<file path="config.mk">
export PLATFORM = sky130hd
export DESIGN_NAME = io_xlate_unit
export DESIGN_NICKNAME = d
export VERILOG_FILES = /design/src/rtl/iox_pkg.sv /design/src/rtl/iox_seg_table.sv /design/src/rtl/iox_addr_split.sv /design/src/rtl/iox_tcache.sv /design/src/rtl/io_xlate_unit.sv
export SDC_FILE = /design/constraint.sdc
export NUM_CORES = 1
export LEC_CHECK = 0
export BUFFER_PORTS_ARGS = -buffer_cell sky130_fd_sc_hd__buf_2
export CORE_ASPECT_RATIO = 1.25
export CORE_MARGIN = 3
export CORE_UTILIZATION = 58
export DETAILED_ROUTE_END_ITERATION = 7
export MAX_ROUTING_LAYER = met4
export PLACE_DENSITY = 0.89
export SYNTH_ARGS = -nofsm -noshare
export SYNTH_HDL_FRONTEND = slang
export SYNTH_SLANG_ARGS = --single-unit
export TNS_END_PERCENT = 20
</file>
<file path="constraint.sdc">
create_clock -name clk -period 7.2 [get_ports clk]
set_clock_uncertainty 0.15 [all_clocks]
set_input_delay 0.36 -clock clk [delete_from_list [all_inputs] [get_ports clk]]
set_output_delay 0.36 -clock clk [all_outputs]
set_load 0.02 [all_outputs]
</file>
<file path="src/rtl/iox_pkg.sv">
package iox_pkg;

   typedef enum logic [1:0] {
      PSZ_4K  = 2'd0,
      PSZ_64K = 2'd1,
      PSZ_1M  = 2'd2,
      PSZ_16M = 2'd3
   } iox_psz_e;

   typedef enum logic [1:0] {
      FLT_NONE  = 2'd0,
      FLT_XLATE = 2'd1,
      FLT_PROT  = 2'd2
   } iox_flt_e;

   typedef enum logic [1:0] {
      ST_LOOK  = 2'd0,
      ST_FETCH = 2'd1,
      ST_WAIT  = 2'd2
   } iox_state_e;

   localparam int MIN_PAGE_W = 12;

endpackage

</file>
<file path="src/rtl/iox_seg_table.sv">
module iox_seg_table #(
   parameter int SEG_IDX_W = 4,
   localparam int SEG_N = 1 << SEG_IDX_W
) (
   input  logic                 clk,
   input  logic                 rst_n,
   input  logic                 we,
   input  logic [SEG_IDX_W-1:0] widx,
   input  logic                 wvalid,
   input  logic [1:0]           wpsz,
   input  logic [SEG_IDX_W-1:0] ridx,
   output logic                 rvalid,
   output logic [1:0]           rpsz
);

   logic       vld_q [SEG_N];
   logic [1:0] psz_q [SEG_N];

   for (genvar g = 0; g < SEG_N; g++) begin : g_seg
      always_ff @(posedge clk or negedge rst_n) begin
         if (!rst_n) begin
            vld_q[g] <= 1'b0;
            psz_q[g] <= 2'd0;
         end else if (we && widx == SEG_IDX_W'(g)) begin
            vld_q[g] <= wvalid;
            psz_q[g] <= wpsz;
         end
      end
   end

   assign rvalid = vld_q[ridx];
   assign rpsz   = psz_q[ridx];

endmodule

</file>
<file path="src/rtl/iox_addr_split.sv">
module iox_addr_split #(
   parameter int SEG_OFF_W = 28,
   parameter int RA_W      = 32,
   localparam int VPN_W = SEG_OFF_W - 12,
   localparam int RPN_W = RA_W - 12
) (
   input  logic [SEG_OFF_W-1:0] seg_off,
   input  logic [1:0]           psz,
   input  logic [RPN_W-1:0]     rpn,
   output logic [VPN_W-1:0]     vpn,
   output logic [RA_W-1:0]      ra
);

   logic [4:0]      shamt;
   logic [RA_W-1:0] off_mask;
   logic [RA_W-1:0] frame;
   logic [RA_W-1:0] off_ext;

   // offset width grows by four bits per page-size step
   assign shamt = 5'd12 + {1'b0, psz, 2'b00};

   always_comb begin
      off_mask = (RA_W'(1) << shamt) - RA_W'(1);
      frame    = {rpn, 12'b0};
      off_ext  = RA_W'(seg_off);
      vpn      = VPN_W'(seg_off >> shamt);
      ra       = (frame & ~off_mask) | (off_ext & off_mask);
   end

endmodule

</file>
<file path="src/rtl/iox_tcache.sv">
module iox_tcache #(
   parameter int N         = 4,
   parameter int SEG_IDX_W = 4,
   parameter int VPN_W     = 16,
   parameter int RPN_W     = 20,
   parameter int DEV_W     = 4,
   parameter int ORD_W     = 2,
   localparam int IDX_W = (N > 1) ? $clog2(N) : 1
) (
   input  logic                 clk,
   input  logic                 rst_n,
   input  logic [SEG_IDX_W-1:0] lk_seg,
   input  logic [VPN_W-1:0]     lk_vpn,
   output logic                 lk_hit,
   output logic [RPN_W-1:0]     lk_rpn,
   output logic                 lk_rd,
   output logic                 lk_wr,
   output logic [DEV_W-1:0]     lk_dev,
   output logic [ORD_W-1:0]     lk_ord,
   input  logic                 wr_en,
   input  logic [IDX_W-1:0]     wr_idx,
   input  logic [SEG_IDX_W-1:0] wr_seg,
   input  logic [VPN_W-1:0]     wr_vpn,
   input  logic [RPN_W-1:0]     wr_rpn,
   input  logic                 wr_rd,
   input  logic                 wr_wr,
   input  logic [DEV_W-1:0]     wr_dev,
   input  logic [ORD_W-1:0]     wr_ord,
   input  logic                 inval,
   output logic [N-1:0]         vld_vec
);

   logic                 vld_q [N];
   logic [SEG_IDX_W-1:0] seg_q [N];
   logic [VPN_W-1:0]     vpn_q [N];
   logic [RPN_W-1:0]     rpn_q [N];
   logic                 rd_q  [N];
   logic                 wr_q  [N];
   logic [DEV_W-1:0]     dev_q [N];
   logic [ORD_W-1:0]     ord_q [N];
   logic [N-1:0]         match;

   for (genvar g = 0; g < N; g++) begin : g_ent
      always_ff @(posedge clk or negedge rst_n) begin
         if (!rst_n) begin
            vld_q[g] <= 1'b0;
         end else if (inval) begin
            vld_q[g] <= 1'b0;
         end else if (wr_en && wr_idx == IDX_W'(g)) begin
            vld_q[g] <= 1'b1;
         end
      end

      always_ff @(posedge clk) begin
         if (wr_en && wr_idx == IDX_W'(g)) begin
            seg_q[g] <= wr_seg;
            vpn_q[g] <= wr_vpn;
            rpn_q[g] <= wr_rpn;
            rd_q[g]  <= wr_rd;
            wr_q[g]  <= wr_wr;
            dev_q[g] <= wr_dev;
            ord_q[g] <= wr_ord;
         end
      end
   end

   always_comb begin
      match  = '0;
      lk_rpn = '0;
      lk_rd  = 1'b0;
      lk_wr  = 1'b0;
      lk_dev = '0;
      lk_ord = '0;
      for (int i = 0; i < N; i++) begin
         vld_vec[i] = vld_q[i];
         match[i]   = vld_q[i] && seg_q[i] == lk_seg && vpn_q[i] == lk_vpn;
         if (match[i]) begin
            lk_rpn = lk_rpn | rpn_q[i];
            lk_rd  = lk_rd  | rd_q[i];
            lk_wr  = lk_wr  | wr_q[i];
            lk_dev = lk_dev | dev_q[i];
            lk_ord = lk_ord | ord_q[i];
         end
      end
      lk_hit = |match;
   end

endmodule

</file>
<file path="src/rtl/io_xlate_unit.sv">
module io_xlate_unit
   import iox_pkg::*;
#(
   parameter int IOA_W      = 32,
   parameter int SEG_OFF_W  = 28,
   parameter int RA_W       = 32,
   parameter int DEV_W      = 4,
   parameter int ORD_W      = 2,
   parameter int TC_ENTRIES = 4,
   localparam int SEG_IDX_W = IOA_W - SEG_OFF_W,
   localparam int VPN_W     = SEG_OFF_W - MIN_PAGE_W,
   localparam int RPN_W     = RA_W - MIN_PAGE_W,
   localparam int TC_IDX_W  = (TC_ENTRIES > 1) ? $clog2(TC_ENTRIES) : 1
) (
   input  logic                 clk,
   input  logic                 rst_n,
   input  logic                 cfg_hw_load,
   input  logic                 req_valid,
   output logic                 req_ready,
   input  logic [IOA_W-1:0]     req_ioa,
   input  logic [DEV_W-1:0]     req_dev,
   input  logic                 req_wr,
   output logic                 rsp_valid,
   output logic                 rsp_ok,
   output logic [1:0]           rsp_fault,
   output logic [RA_W-1:0]      rsp_ra,
   output logic [ORD_W-1:0]     rsp_ord,
   output logic                 wlk_req_valid,
   output logic [SEG_IDX_W-1:0] wlk_req_seg,
   output logic [VPN_W-1:0]     wlk_req_vpn,
   input  logic                 wlk_rsp_valid,
   input  logic                 wlk_rsp_err,
   input  logic [RPN_W-1:0]     wlk_rsp_rpn,
   input  logic                 wlk_rsp_rd,
   input  logic                 wlk_rsp_wr,
   input  logic [DEV_W-1:0]     wlk_rsp_dev,
   input  logic [ORD_W-1:0]     wlk_rsp_ord,
   input  logic                 sw_seg_we,
   input  logic [SEG_IDX_W-1:0] sw_seg_idx,
   input  logic                 sw_seg_valid,
   input  logic [1:0]           sw_seg_psz,
   input  logic                 sw_tc_we,
   input  logic [TC_IDX_W-1:0]  sw_tc_idx,
   input  logic [SEG_IDX_W-1:0] sw_tc_seg,
   input  logic [VPN_W-1:0]     sw_tc_vpn,
   input  logic [RPN_W-1:0]     sw_tc_rpn,
   input  logic                 sw_tc_rd,
   input  logic                 sw_tc_wr,
   input  logic [DEV_W-1:0]     sw_tc_dev,
   input  logic [ORD_W-1:0]     sw_tc_ord,
   input  logic                 sw_inval,
   input  logic                 flt_clr,
   output logic                 flt_valid,
   output logic [IOA_W-1:0]     flt_ioa,
   output logic [DEV_W-1:0]     flt_dev
);

   // ---------------- elaboration checks ----------------
   if (SEG_OFF_W <= 24) begin : g_bad_segoff
      $error("SEG_OFF_W must exceed the largest page offset (24)");
   end
   if (SEG_OFF_W >= IOA_W) begin : g_bad_segidx
      $error("IOA_W must leave at least one segment index bit");
   end
   if (RA_W <= 24) begin : g_bad_ra
      $error("RA_W must exceed the largest page offset (24)");
   end
   if (TC_ENTRIES < 1) begin : g_bad_tc
      $error("TC_ENTRIES must be at least one");
   end

   // ---------------- address fields ----------------
   logic [SEG_IDX_W-1:0] lk_seg;
   logic [SEG_OFF_W-1:0] lk_off;
   logic                 seg_vld;
   logic [1:0]           seg_psz;
   logic [VPN_W-1:0]     lk_vpn;
   logic [RA_W-1:0]      xl_ra;

   assign lk_seg = req_ioa[IOA_W-1:SEG_OFF_W];
   assign lk_off = req_ioa[SEG_OFF_W-1:0];

   iox_seg_table #(.SEG_IDX_W(SEG_IDX_W)) u_seg (
      .clk    (clk),
      .rst_n  (rst_n),
      .we     (sw_seg_we),
      .widx   (sw_seg_idx),
      .wvalid (sw_seg_valid),
      .wpsz   (sw_seg_psz),
      .ridx   (lk_seg),
      .rvalid (seg_vld),
      .rpsz   (seg_psz)
   );

   // ---------------- translation cache ----------------
   logic                 tc_hit;
   logic [RPN_W-1:0]     tc_rpn;
   logic                 tc_rd;
   logic                 tc_wr;
   logic [DEV_W-1:0]     tc_dev;
   logic [ORD_W-1:0]     tc_ord;
   logic [TC_ENTRIES-1:0] tc_vld;
   logic                 tc_we;
   logic [TC_IDX_W-1:0]  tc_widx;
   logic [SEG_IDX_W-1:0] tc_wseg;
   logic [VPN_W-1:0]     tc_wvpn;
   logic [RPN_W-1:0]     tc_wrpn;
   logic                 tc_wrd;
   logic                 tc_wwr;
   logic [DEV_W-1:0]     tc_wdev;
   logic [ORD_W-1:0]     tc_word;

   iox_tcache #(
      .N         (TC_ENTRIES),
      .SEG_IDX_W (SEG_IDX_W),
      .VPN_W     (VPN_W),
      .RPN_W     (RPN_W),
      .DEV_W     (DEV_W),
      .ORD_W     (ORD_W)
   ) u_tc (
      .clk     (clk),
      .rst_n   (rst_n),
      .lk_seg  (lk_seg),
      .lk_vpn  (lk_vpn),
      .lk_hit  (tc_hit),
      .lk_rpn  (tc_rpn),
      .lk_rd   (tc_rd),
      .lk_wr   (tc_wr),
      .lk_dev  (tc_dev),
      .lk_ord  (tc_ord),
      .wr_en   (tc_we),
      .wr_idx  (tc_widx),
      .wr_seg  (tc_wseg),
      .wr_vpn  (tc_wvpn),
      .wr_rpn  (tc_wrpn),
      .wr_rd   (tc_wrd),
      .wr_wr   (tc_wwr),
      .wr_dev  (tc_wdev),
      .wr_ord  (tc_word),
      .inval   (sw_inval),
      .vld_vec (tc_vld)
   );

   iox_addr_split #(.SEG_OFF_W(SEG_OFF_W), .RA_W(RA_W)) u_split (
      .seg_off (lk_off),
      .psz     (seg_psz),
      .rpn     (tc_rpn),
      .vpn     (lk_vpn),
      .ra      (xl_ra)
   );

   // ---------------- control ----------------
   iox_state_e           st_q, st_d;
   iox_flt_e             flt_code;
   logic                 accept;
   logic                 start_walk;
   logic                 fill_en;
   logic                 perm_ok;
   logic [SEG_IDX_W-1:0] wk_seg_q;
   logic [VPN_W-1:0]     wk_vpn_q;
   logic [TC_IDX_W-1:0]  rr_q;

   assign perm_ok = (req_wr ? tc_wr : tc_rd) && (tc_dev == req_dev);

   always_comb begin
      st_d       = st_q;
      accept     = 1'b0;
      flt_code   = FLT_NONE;
      start_walk = 1'b0;
      fill_en    = 1'b0;
      unique case (st_q)
         ST_LOOK: begin
            if (req_valid) begin
               if (!seg_vld) begin
                  accept   = 1'b1;
                  flt_code = FLT_XLATE;
               end else if (tc_hit) begin
                  accept = 1'b1;
                  if (!perm_ok) flt_code = FLT_PROT;
               end else if (cfg_hw_load) begin
                  start_walk = 1'b1;
                  st_d       = ST_FETCH;
               end else begin
                  accept   = 1'b1;
                  flt_code = FLT_XLATE;
               end
            end
         end
         ST_FETCH: st_d = ST_WAIT;
         ST_WAIT: begin
            if (wlk_rsp_valid) begin
               st_d = ST_LOOK;
               if (wlk_rsp_err) begin
                  accept   = req_valid;
                  flt_code = FLT_XLATE;
               end else begin
                  // a software write in the same cycle owns the port; the
                  // request misses again and re-walks
                  fill_en = !sw_tc_we;
               end
            end
         end
         default: st_d = ST_LOOK;
      endcase
   end

   assign req_ready     = accept;
   assign wlk_req_valid = (st_q == ST_FETCH);
   assign wlk_req_seg   = wk_seg_q;
   assign wlk_req_vpn   = wk_vpn_q;

   always_ff @(posedge clk or negedge rst_n) begin
      if (!rst_n) begin
         st_q     <= ST_LOOK;
         wk_seg_q <= '0;
         wk_vpn_q <= '0;
      end else begin
         st_q <= st_d;
         if (start_walk) begin
            wk_seg_q <= lk_seg;
            wk_vpn_q <= lk_vpn;
         end
      end
   end

   // ---------------- fill port and replacement ----------------
   if (TC_ENTRIES == 1) begin : g_rr_single
      assign rr_q = '0;
   end else begin : g_rr_multi
      always_ff @(posedge clk or negedge rst_n) begin
         if (!rst_n) begin
            rr_q <= '0;
         end else if (fill_en) begin
            if (rr_q == TC_IDX_W'(TC_ENTRIES - 1)) rr_q <= '0;
            else                                   rr_q <= rr_q + 1'b1;
         end
      end
   end

   always_comb begin
      tc_we = sw_tc_we | fill_en;
      if (sw_tc_we) begin
         tc_widx = sw_tc_idx;
         tc_wseg = sw_tc_seg;
         tc_wvpn = sw_tc_vpn;
         tc_wrpn = sw_tc_rpn;
         tc_wrd  = sw_tc_rd;
         tc_wwr  = sw_tc_wr;
         tc_wdev = sw_tc_dev;
         tc_word = sw_tc_ord;
      end else begin
         tc_widx = rr_q;
         tc_wseg = wk_seg_q;
         tc_wvpn = wk_vpn_q;
         tc_wrpn = wlk_rsp_rpn;
         tc_wrd  = wlk_rsp_rd;
         tc_wwr  = wlk_rsp_wr;
         tc_wdev = wlk_rsp_dev;
         tc_word = wlk_rsp_ord;
      end
   end

   // ---------------- response and fault status ----------------
   logic rsp_good;
   assign rsp_good = (flt_code == FLT_NONE);

   always_ff @(posedge clk or negedge rst_n) begin
      if (!rst_n) begin
         rsp_valid <= 1'b0;
         rsp_ok    <= 1'b0;
         rsp_fault <= 2'd0;
         rsp_ra    <= '0;
         rsp_ord   <= '0;
      end else begin
         rsp_valid <= accept;
         if (accept) begin
            rsp_ok    <= rsp_good;
            rsp_fault <= flt_code;
            rsp_ra    <= rsp_good ? xl_ra  : '0;
            rsp_ord   <= rsp_good ? tc_ord : '0;
         end
      end
   end

   always_ff @(posedge clk or negedge rst_n) begin
      if (!rst_n) begin
         flt_valid <= 1'b0;
         flt_ioa   <= '0;
         flt_dev   <= '0;
      end else if (accept && flt_code == FLT_PROT) begin
         flt_valid <= 1'b1;
         flt_ioa   <= req_ioa;
         flt_dev   <= req_dev;
      end else if (flt_clr) begin
         flt_valid <= 1'b0;
      end
   end

endmodule

</file>
; Word-level counts from Yosys, hierarchy flattened
; Memory sizes are Yosys's and may differ from the RTL's.
; Index checks and enable logic that the tools add are counted.
[op_classes]
addsub = 3
magnitude_cmp = 1
n_eq_ne = 36
shifts = 2
mux = 148
n_bitwise = 21
n_reduce_logical = 63
[ops]
columns = operator, n
row1 = 2-to-1 mux 20 bit, 8
row2 = 2-to-1 mux 2 bit, 43
row3 = 2-to-1 mux 1 bit, 75
row4 = == test 16 bit, 4
row5 = 2-to-1 mux 16 bit, 4
row6 = bitwise OR 20 bit, 3
row7 = OR reduction 20 bit, 3
row8 = 2-to-1 mux 4 bit, 12
row9 = OR reduction 16 bit, 3
row10 = AND 28 x 32 -> 32 bit, 1
row11 = AND 32 bit, 1
row12 = == test 4 bit (second input constant), 8
row13 = 2-to-1 mux 32 bit, 1
row14 = NOT 32 bit, 1
row15 = bitwise OR 32 bit, 1
row16 = << shifter 1 x 5 -> 32 bit (first input constant), 1
row17 = subtractor 32 x 2 -> 32 bit (second input constant), 1
row18 = logical AND 1 bit, 30
row19 = OR reduction 4 bit, 7
row20 = right shift 28 x 5 -> 16 bit, 1
row21 = == test 4 bit, 5
row22 = == test 4 x 3 -> 1 bit (second input constant), 4
row23 = bitwise OR 4 bit, 3
row24 = == test 2 bit (second input constant), 5
row25 = 22 further kinds, 49
[word_totals]
ff_bits = 151
ramBits = 192
output_inout_bits = 97
memories = 7
[memory_table]
columns = name, words, width, rd, rd_ports_with_merged_regs, write_ports, line_no
row1 = u_tc.rpn_q, 4, 20, 4, 0, 1, iox_tcache.sv:36  ; logic [RPN_W-1:0] rpn_q [N];
row2 = u_tc.vpn_q, 4, 16, 4, 0, 1, iox_tcache.sv:35  ; logic [VPN_W-1:0] vpn_q [N];
row3 = u_tc.dev_q, 4, 4, 4, 0, 1, iox_tcache.sv:39  ; logic [DEV_W-1:0] dev_q [N];
row4 = u_tc.seg_q, 4, 4, 4, 0, 1, iox_tcache.sv:34  ; logic [SEG_IDX_W-1:0] seg_q [N];
row5 = u_tc.ord_q, 4, 2, 4, 0, 1, iox_tcache.sv:40  ; logic [ORD_W-1:0] ord_q [N];
row6 = u_tc.rd_q, 4, 1, 4, 0, 1, iox_tcache.sv:37  ; logic rd_q [N];
row7 = +1 memories, --, --, --, --, --, --

; Depth between registers and ports, before layout
; Gate-level depths: netlist of run 1.
[logic_depth]
word_depth = 25
ltp_mapped = 20
depth_no_buf = 14

; Cells and area by module
; From an unflattened synthesis of run 1, not the netlist that was laid out.
[hier_totals]
cells_unflattened = 1051
hier_area_um2 = 15466.1
[by_module_without_submodules]
columns = module, n_inst, cells_each, area_each_um2
row1 = iox_tcache, 1, 537, 8254.2
row2 = io_xlate_unit, 1, 292, 4403.0
row3 = iox_seg_table, 1, 152, 2282.2
row4 = iox_addr_split, 1, 70, 526.8

; Worst setup path after synthesis of run 1
; OpenSTA, ideal clock, no wires.
[synth_timing]
path_kind = flip-flop to flip-flop
startpoint = register st_q[0]
endpoint = memory u_tc.dev_q[3][0] (enable)
arrival_ns = 4.683
t_required_ns = 6.527
path_slack_ns = 1.845
path_stages_with_launch = 5
path_buffers = 0
period_less_slack_ns = 5.355
path_cell_list = dfrtp_1 -> nand2b_1 -> nor4b_1 -> nand2_1 -> o21ai_0
[synth_between]
elab_chain_len = 10
word_cells_on_any_way = 24
[synth_lines]
columns = item, line_no
row1 = "start, declared", io_xlate_unit.sv:153  ; iox_state_e st_q, st_d;
row2 = "start signal, assigned", io_xlate_unit.sv:218  ; st_q <= st_d;
row3 = == test 2 bit (*), io_xlate_unit.sv:171  ; unique case (st_q)
row4 = 2-to-1 mux 1 bit (*), io_xlate_unit.sv:171
row5 = bitwise OR 1 bit (*), io_xlate_unit.sv:241  ; tc_we = sw_tc_we | fill_en;
row6 = logical AND 1 bit, iox_tcache.sv:55  ; if (wr_en && wr_idx == IDX_W'(g)) begin
row7 = 2-to-1 mux 1 bit, iox_tcache.sv:55
row8 = 2-to-1 mux 1 bit (not written as such), iox_tcache.sv:61  ; dev_q[g] <= wr_dev;
row9 = OR reduction 4 bit (no line), --
row10 = 2-to-1 mux 2 bit (no line) or 2-to-1 mux 1 bit (tied branches) (3 in a row), --
row11 = "end, declared", iox_tcache.sv:39
; Every way passes the cells marked *; elsewhere a longest branch is shown, timed or not.

; Worst setup path after layout of run 1
[layout_timing]
startpoint = input port req_ioa[29]
endpoint = output port req_ready
[layout_between]
elab_chain_len = 13
word_cells_on_any_way = 30
[layout_lines]
columns = item, line_no
row1 = "start, declared", io_xlate_unit.sv:20  ; input logic [IOA_W-1:0] req_ioa,
row2 = NOT 4 -> 5 bit (not written as such), "iox_seg_table.sv:31, iox_seg_table.sv:32"
row3 = binary-select mux 2 bit (select 4 bit), iox_seg_table.sv:32  ; assign rpsz = psz_q[ridx];
row4 = 2-to-1 mux 2 bit (not written as such) (2 in a row), iox_seg_table.sv:32
row5 = adder 4 x 4 -> 5 bit, iox_addr_split.sv:20  ; assign shamt = 5'd12 + {1'b0, psz, 2'b00};
row6 = right shift 28 x 5 -> 16 bit, iox_addr_split.sv:26  ; vpn = VPN_W'(seg_off >> shamt);
row7 = == test 16 bit, iox_tcache.sv:76  ; match[i] = vld_q[i] && seg_q[i] == lk_seg && vpn_q[i] == lk_vpn;
row8 = logical AND 1 bit, iox_tcache.sv:76
row9 = OR reduction 4 bit, iox_tcache.sv:85  ; lk_hit = |match;
row10 = 2-to-1 mux 1 bit, io_xlate_unit.sv:177  ; end else if (tc_hit) begin
row11 = 2-to-1 mux 1 bit (*), io_xlate_unit.sv:174  ; if (!seg_vld) begin
row12 = 2-to-1 mux 1 bit (*), io_xlate_unit.sv:173  ; if (req_valid) begin
row13 = case mux 1 bit (2 select lines) (*), io_xlate_unit.sv:171
row14 = "end, declared", io_xlate_unit.sv:19  ; output logic req_ready,
; Every way passes the cells marked *; elsewhere a longest branch is shown, timed or not. The select of a mux whose other input is x is not followed.

==> results.sh, run 1 <==
export IMPL_status="completed"
export IMPL_yosys_top_cells_count="edfxtp_1 (192), dfrtp_1 (151), mux2_2 (113)"
export IMPL_num_vias=12100
export IMPL_wl_per_cell_um=24.7
export IMPL_worstMarginPinSlew_ns=1.07
export IMPL_rr_endpoint="rsp_ra[23]$_DFFE_PN0P_"
export IMPL_final_layout_size_suffix_gt1_frac=0.299
export IMPL_crit_path_end_kind="primary output"
export IMPL_comb_power_share=0.199
export IMPL_yosysUniqueCellTypes=107
export IMPL_dp_cells=1788
export IMPL_dieArea_um2=29800
export IMPL_clock_power_share=0.337
export IMPL_crit_end="req_ready"
export IMPL_r2r_start="u_seg.psz_q[14]$_DFFE_PN0P_"
export IMPL_p_per_area_nw_per_um2=277
export IMPL_yosys_top_cells_area="edfxtp_1 (36%), dfrtp_1 (23%), mux2_2 (7.9%), nand2_1 (2.5%), mux2_1 (1.8%)"
export IMPL_clk_latency_ns=0.54
export IMPL_core_area_um2=27100
export IMPL_clock_path_buffers=3
export IMPL_yosysSeqAreaShare=0.594
export IMPL_grt_start_max_net_pins=80
export IMPL_worstSetupPathType="in2out"
export IMPL_rsz0062_at_grt="false"
export IMPL_drc=0
export IMPL_fillers=1815
export IMPL_hold_violations=0
export IMPL_r2r_cells=14
export IMPL_floorplan_initialDensity=0.594
export IMPL_p_switching_uw=1530
export IMPL_rows=67
export IMPL_worstPathMaxFanout=37
export IMPL_syn_area_per_cell_um2=12.8
export IMPL_async_flop_share=0.440
export IMPL_p_sw_frac=0.292
export IMPL_netlist_area_um2=16100
export IMPL_clockRootBuffer="clkbuf_16"
export IMPL_worstPathCellList="buf_2 > mux2i_2 > a22oi_4 > nand2_1 > a311oi_2 > and2_1 > nor4b_1 > a31oi_1 > o21ai_0 > and3b_2 > nor4_1 > a21oi_1 > o21ai_4 > inv_1 > buf_2"
export IMPL_fin_tns_setup_ns=0
export IMPL_dp_hpwl_mm=31.7
export IMPL_io_pins=229
export IMPL_h_tree_depth=2
export IMPL_startpoint="req_ioa[29]"
export IMPL_num_nets_final=1635
export IMPL_yosysMostFrequentCell="edfxtp_1"
export IMPL_syn_inst=1259
export IMPL_first_pass_iters=7
export IMPL_synth_top_cell_area_share=0.359
export IMPL_crit_top_cell="buf_2"
export IMPL_cts_resized=0
export IMPL_cts_tree="built"
export IMPL_cp_slowest_cell="o21ai_4"
export IMPL_antenna_found_initial=2
export IMPL_cap_violations=0
export IMPL_die_height_um=192
export IMPL_grtUsageTotal=0.314
export IMPL_synth_seq_cells=343
export IMPL_ir_worst_vdd_mv=0.253
export IMPL_hp_class="in2reg"
export IMPL_slowest_delay_ns=0.88
export IMPL_crit_family="compound AO/OA/AOI/OAI gates"
export IMPL_cp_arrival_ns=5.73
export IMPL_grt_overflow=0
export IMPL_setup_viol=0
export IMPL_cp_depth=15
export IMPL_ys_warn_count=0
export IMPL_layout_min_cycle_time_ns=6.24
export IMPL_fin_cells=1874
export IMPL_cts_buffers=34
export IMPL_area_delta_synth_final_pct=17.6
export IMPL_drtIter0Drc=1387
export IMPL_slew_viol_final=0
export IMPL_routed_wl_mm=46.4
export IMPL_place_gp_congestion=1.10
export IMPL_start_kind="input pin"
export IMPL_grt_pass1_vias=12000
export IMPL_ys_flop_type="edfxtp_1"
export IMPL_clk_pin_slew_ns=0.07
export IMPL_max_freq_mhz=160
export IMPL_numPortBuffers=228
export IMPL_grt_pass1_wl_mm=70.1
export IMPL_post_route_period_util=0.866
export IMPL_power_internal_uw=3710
export IMPL_clkSinkCount=343
export IMPL_path_buf_inv=3
export IMPL_ant_nets=0
export IMPL_slew_headroom=0.287
export IMPL_p_leak_uw=0.00777
export IMPL_seqPwrFrac=0.464
export IMPL_vias_per_cell=6.47
export IMPL_yosysTopAreaCell="edfxtp_1"
export IMPL_synth_edf_count=192
export IMPL_rrSetupSlack_ns=1.47
export IMPL_required_ns=6.69
export IMPL_chipWidth_um=155
[layer usage]
layer / vias to the layer above / wire length [um] / GRT usage
li1: 5269 / - / -
met1: 5980 / 17100 / 0.387
met2: 716 / 23300 / 0.518
met3: 158 / 3670 / 0.0415
met4: 0 / 2370 / 0.149
met5: - / 0 / -
[layout make-up]
cell class                 count  area, um^2  share of cell area
inverter                      36         135             0.00714
multi-input combinational    818        6180               0.327
sequential                   343        9540               0.504
tap                          345         432              0.0228
clock inverter                11         153             0.00807
antenna                        3        7.51            0.000397
clock buffer                  50         961              0.0508
timing repair buffer         268        1500              0.0794
[state kept, by name (all words and copies together), names as in the netlist, 2 cells and up]
name and cells:
flt_dev 4, u_tc.wr_q 4, u_tc.vpn_q 64, u_seg.vld_q 16
wlk_req_seg 4, st_q 2, u_tc.vld_vec 4, rr_q 2
flt_ioa 32, rsp_ra 32, u_tc.ord_q 8, rsp_ord 2
u_seg.psz_q 32, wlk_req_vpn 16, u_tc.rpn_q 80, u_tc.rd_q 4
u_tc.seg_q 16, rsp_fault 2, u_tc.dev_q 16
[through the flow]
step	hold WS, ns	total power [uW]	setup WS (ns)	utilization	instance area (um^2)
final	0.0228	5230	0.964	0.699	18900
after global routing	0.00662	5420	0.605	0.699	18900
after CTS	0.0103	5240	1.07	0.698	18900
after detailed placement	0.305	3480	0.667	0.649	17600
after global placement	0.288	3450	0.978	0.649	17600
after floorplan	-0.0856	3100	1.84	-	16100
[cell families after synthesis]
family          after synthesis  share of synthesized area
flops                       343                      0.594
simple gates                332                      0.108
compound gates              273                      0.126
mux                         163                      0.118
buf+inv                      99                     0.0278
xor+xnor                     46                     0.0251
fa+ha+maj                     2                    0.00156
other cells                   1                   0.000233
[worst min-delay path by stage]
| stage | from | end | slack, ns | cells past startpoint |
|---|---|---|---|---|
| 4_1_cts | req_ioa[12] | flt_ioa[12]$_DFFE_PN0P_ | 0.01 | 2 |
| 3_3_place_gp | rst_n | rsp_ra[10]$_DFFE_PN0P_ | 0.29 | 1 |
| 6_report | wlk_rsp_rpn[15] | u_tc.rpn_q[1][15]$_DFFE_PP_ | 0.02 | 2 |
| 2_1_floorplan | rst_n | flt_dev[0]$_DFFE_PN0P_ | -0.09 | 0 |
| 5_1_grt | req_ioa[12] | flt_ioa[12]$_DFFE_PN0P_ | 0.007 | 2 |
| 3_5_place_dp | rst_n | rsp_ra[10]$_DFFE_PN0P_ | 0.31 | 1 |
[timing repair]
| item | 4_1_cts | 5_1_grt |
|---|---|---|
| hold endpoints to repair | 108 | 0 |
| hold buffers | 22 | 0 |
| buffers inserted | 0 | 0 |
[cells in the final DEF (no fill, tap or decap), drive strengths merged, types with 6 or more instances in the layout]
cell type    instances
nor3                23
nand2              109
nand4               10
clkinv               9
xnor2               27
o2111ai              7
edfxtp             192
and2                 8
dlygate4sd3         22
mux2               140
inv                 35
xor2                19
or3                 11
a222oi              14
buf                246
a221oi              12
a21o                11
nand3               29
dfrtp              151
o21ai               86
a21oi               36
a22o                16
a31oi               12
a22oi                9
and3                13
nor2                61
o2bb2ai              6
o311ai               6
nor4b                8
nor4                13
nand2b              13
clkbuf              50
o21a                 7
mux2i               18
[power by group through the flow]
stage	logic [uW]	clock network, uW	registers (uW)
floorplan	595	0	2500
global placement	992	0	2460
detailed placement	1010	0	2470
CTS	1030	1780	2430
global route	1110	1860	2450
finish	1040	1760	2430
No activity file was read; power rests on OpenSTA's default activity.
==> run 2, diff against run 1 <==
BUFFER_PORTS_ARGS = -buffer_cell sky130_fd_sc_hd__buf_4   (was -buffer_cell sky130_fd_sc_hd__buf_2)
==> results.sh, run 2 (synthesized netlist as in run 1, its figures left out) <==
export IMPL_status="completed"
export IMPL_drtIter0Drc=1387
export IMPL_most_common_layout_cells="buf_4 (242), edfxtp_1 (192), dfrtp_1 (151)"
export IMPL_largest_reg_flops=80
export IMPL_crit_path_end_kind="primary output"
export IMPL_fin_cells=1871
export IMPL_clockRootBuffer="clkbuf_16"
export IMPL_antenna_found_initial=0
export IMPL_num_nets_final=1635
export IMPL_slew_viol_final=0
export IMPL_top_register="u_tc.rpn_q"
export IMPL_chipWidth_um=155
export IMPL_cts_tree="built"
export IMPL_num_vias=12200
export IMPL_grt_overflow=0
export IMPL_grt_pass1_wl_mm=70.5
export IMPL_cp_arrival_ns=5.45
export IMPL_fillers=1742
export IMPL_area_delta_synth_final_pct=21.2
export IMPL_layout_min_cycle_time_ns=5.96
export IMPL_fin_tns_setup_ns=0
export IMPL_cap_violations=0
export IMPL_wl_per_cell_um=25.1
export IMPL_ir_worst_vdd_mv=0.191
export IMPL_max_freq_mhz=168
export IMPL_core_area_um2=27100
export IMPL_final_layout_size_suffix_gt1_frac=0.299
export IMPL_numPortBuffers=228
export IMPL_p_leak_uw=0.00791
export IMPL_rows=67
export IMPL_setup_viol=0
export IMPL_drc=0
export IMPL_dieArea_um2=29800
export IMPL_clk_latency_ns=0.53
export IMPL_ant_nets=0
export IMPL_clkSinkCount=343
export IMPL_worstSetupPathType="reg2out"
export IMPL_io_pins=229
export IMPL_final_common_cell="buf_4"
export IMPL_p_per_area_nw_per_um2=273
export IMPL_clock_path_buffers=3
export IMPL_dp_hpwl_mm=31.8
export IMPL_rsz0062_at_grt="false"
export IMPL_required_ns=6.69
export IMPL_die_height_um=192
export IMPL_dp_cells=1785
export IMPL_h_tree_depth=2
export IMPL_worstMarginPinSlew_ns=1.02
export IMPL_slew_headroom=0.316
export IMPL_grtUsageTotal=0.316
export IMPL_post_route_period_util=0.828
export IMPL_clk_pin_slew_ns=0.06
export IMPL_first_pass_iters=7
export IMPL_place_gp_congestion=1.02
export IMPL_cts_resized=0
export IMPL_worstPathMaxFanout=37
export IMPL_cts_buffers=34
export IMPL_routed_wl_mm=47.0
export IMPL_hp_class="in2reg"
export IMPL_reg_top3="u_tc.rpn_q: 80 flops, u_tc.vpn_q: 64 flops"
export IMPL_grt_pass1_vias=12300
export IMPL_num_antenna_cells=0
export IMPL_floorplan_initialDensity=0.594
export IMPL_start_kind="register"
export IMPL_grt_start_max_net_pins=91
export IMPL_vias_per_cell=6.50
export IMPL_hold_violations=0
## run 2: cell count changes in the layout (fill, tap and decap cells not counted), moves of 2 or more
cell	delta
clkbuf_1	-3
diode_2	-3
buf_4	+224
buf_2	-227
clkinv_8	-2
dlygate4sd3_1	+3
clkinv_2	+4
## run 2: repair_timing
action	CTS	global route
hold buffers	25	0
endpoints found under the setup margin	0	0
buffers inserted	0	0
endpoints found under the hold margin	128	0
## run 2: layout make-up
type                       instances  area (um^2)  share of cell area
clock inverter                    12          128             0.00655
multi-input combinational        818         6180               0.317
inverter                          36          135             0.00693
tap                              345          432              0.0222
sequential                       343         9540               0.490
clock buffer                      49          988              0.0507
timing repair buffer             268         2080               0.107
## run 2: worst max-delay path: stages, from the launching register on
cell      delay, ns
dfrtp_1        0.42
mux2i_2        0.15
a22o_4         0.33
nor2_1         0.49
a21oi_1        0.18
o311a_1        0.31
and4_1         0.18
a211oi_1       0.60
a211oi_1       0.17
and2_1         0.26
nor4_1         0.39
a21oi_1        0.19
o21ai_4        0.84
inv_1          0.21
buf_4          0.22
## run 2: report_power, final
part,total (uW),switching (uW),internal (uW)
Combinational,1090,653,438
Sequential,2440,131,2310
Clock,1780,744,1030
## run 2: final timing paths
check | cells past startpoint | end | from | slack, ns
worst max-delay path | 14 | req_ready | u_seg.psz_q[24]$_DFFE_PN0P_ | 1.24
worst min-delay path | 2 | flt_ioa[14]$_DFFE_PN0P_ | req_ioa[14] | 0.01
worst max register to register | 15 | rsp_ra[3]$_DFFE_PN0P_ | u_seg.psz_q[24]$_DFFE_PN0P_ | 1.62
worst min register to register | 2 | rsp_ra[30]$_DFFE_PN0P_ | rsp_ra[30]$_DFFE_PN0P_ | 0.34
max in group asynchronous | 3 | flt_ioa[4]$_DFFE_PN0P_ | rst_n | 5.12
min in group asynchronous | 2 | rsp_ra[10]$_DFFE_PN0P_ | rst_n | 0.33
## run 2: through the flow
step	total power [uW]	area, um^2	hold slack [ns]	utilization	setup WS (ns)
finish	5310	19500	0.00954	0.720	1.24
global route	5490	19500	0.00393	0.720	0.843
CTS	5310	19500	0.00238	0.720	1.33
detailed placement	3530	18100	0.327	0.669	1.21
global placement	3500	18100	0.317	0.669	1.32
floorplan	3100	16100	-0.0856	-	1.84
## run 2: per-layer routing
metal	track usage	vias up	part of all wire
met5	-	-	0
met4	0.149	0	0.053
met3	0.0385	171	0.074
met2	0.521	679	0.50
met1	0.392	6042	0.37
li1	-	5262	-
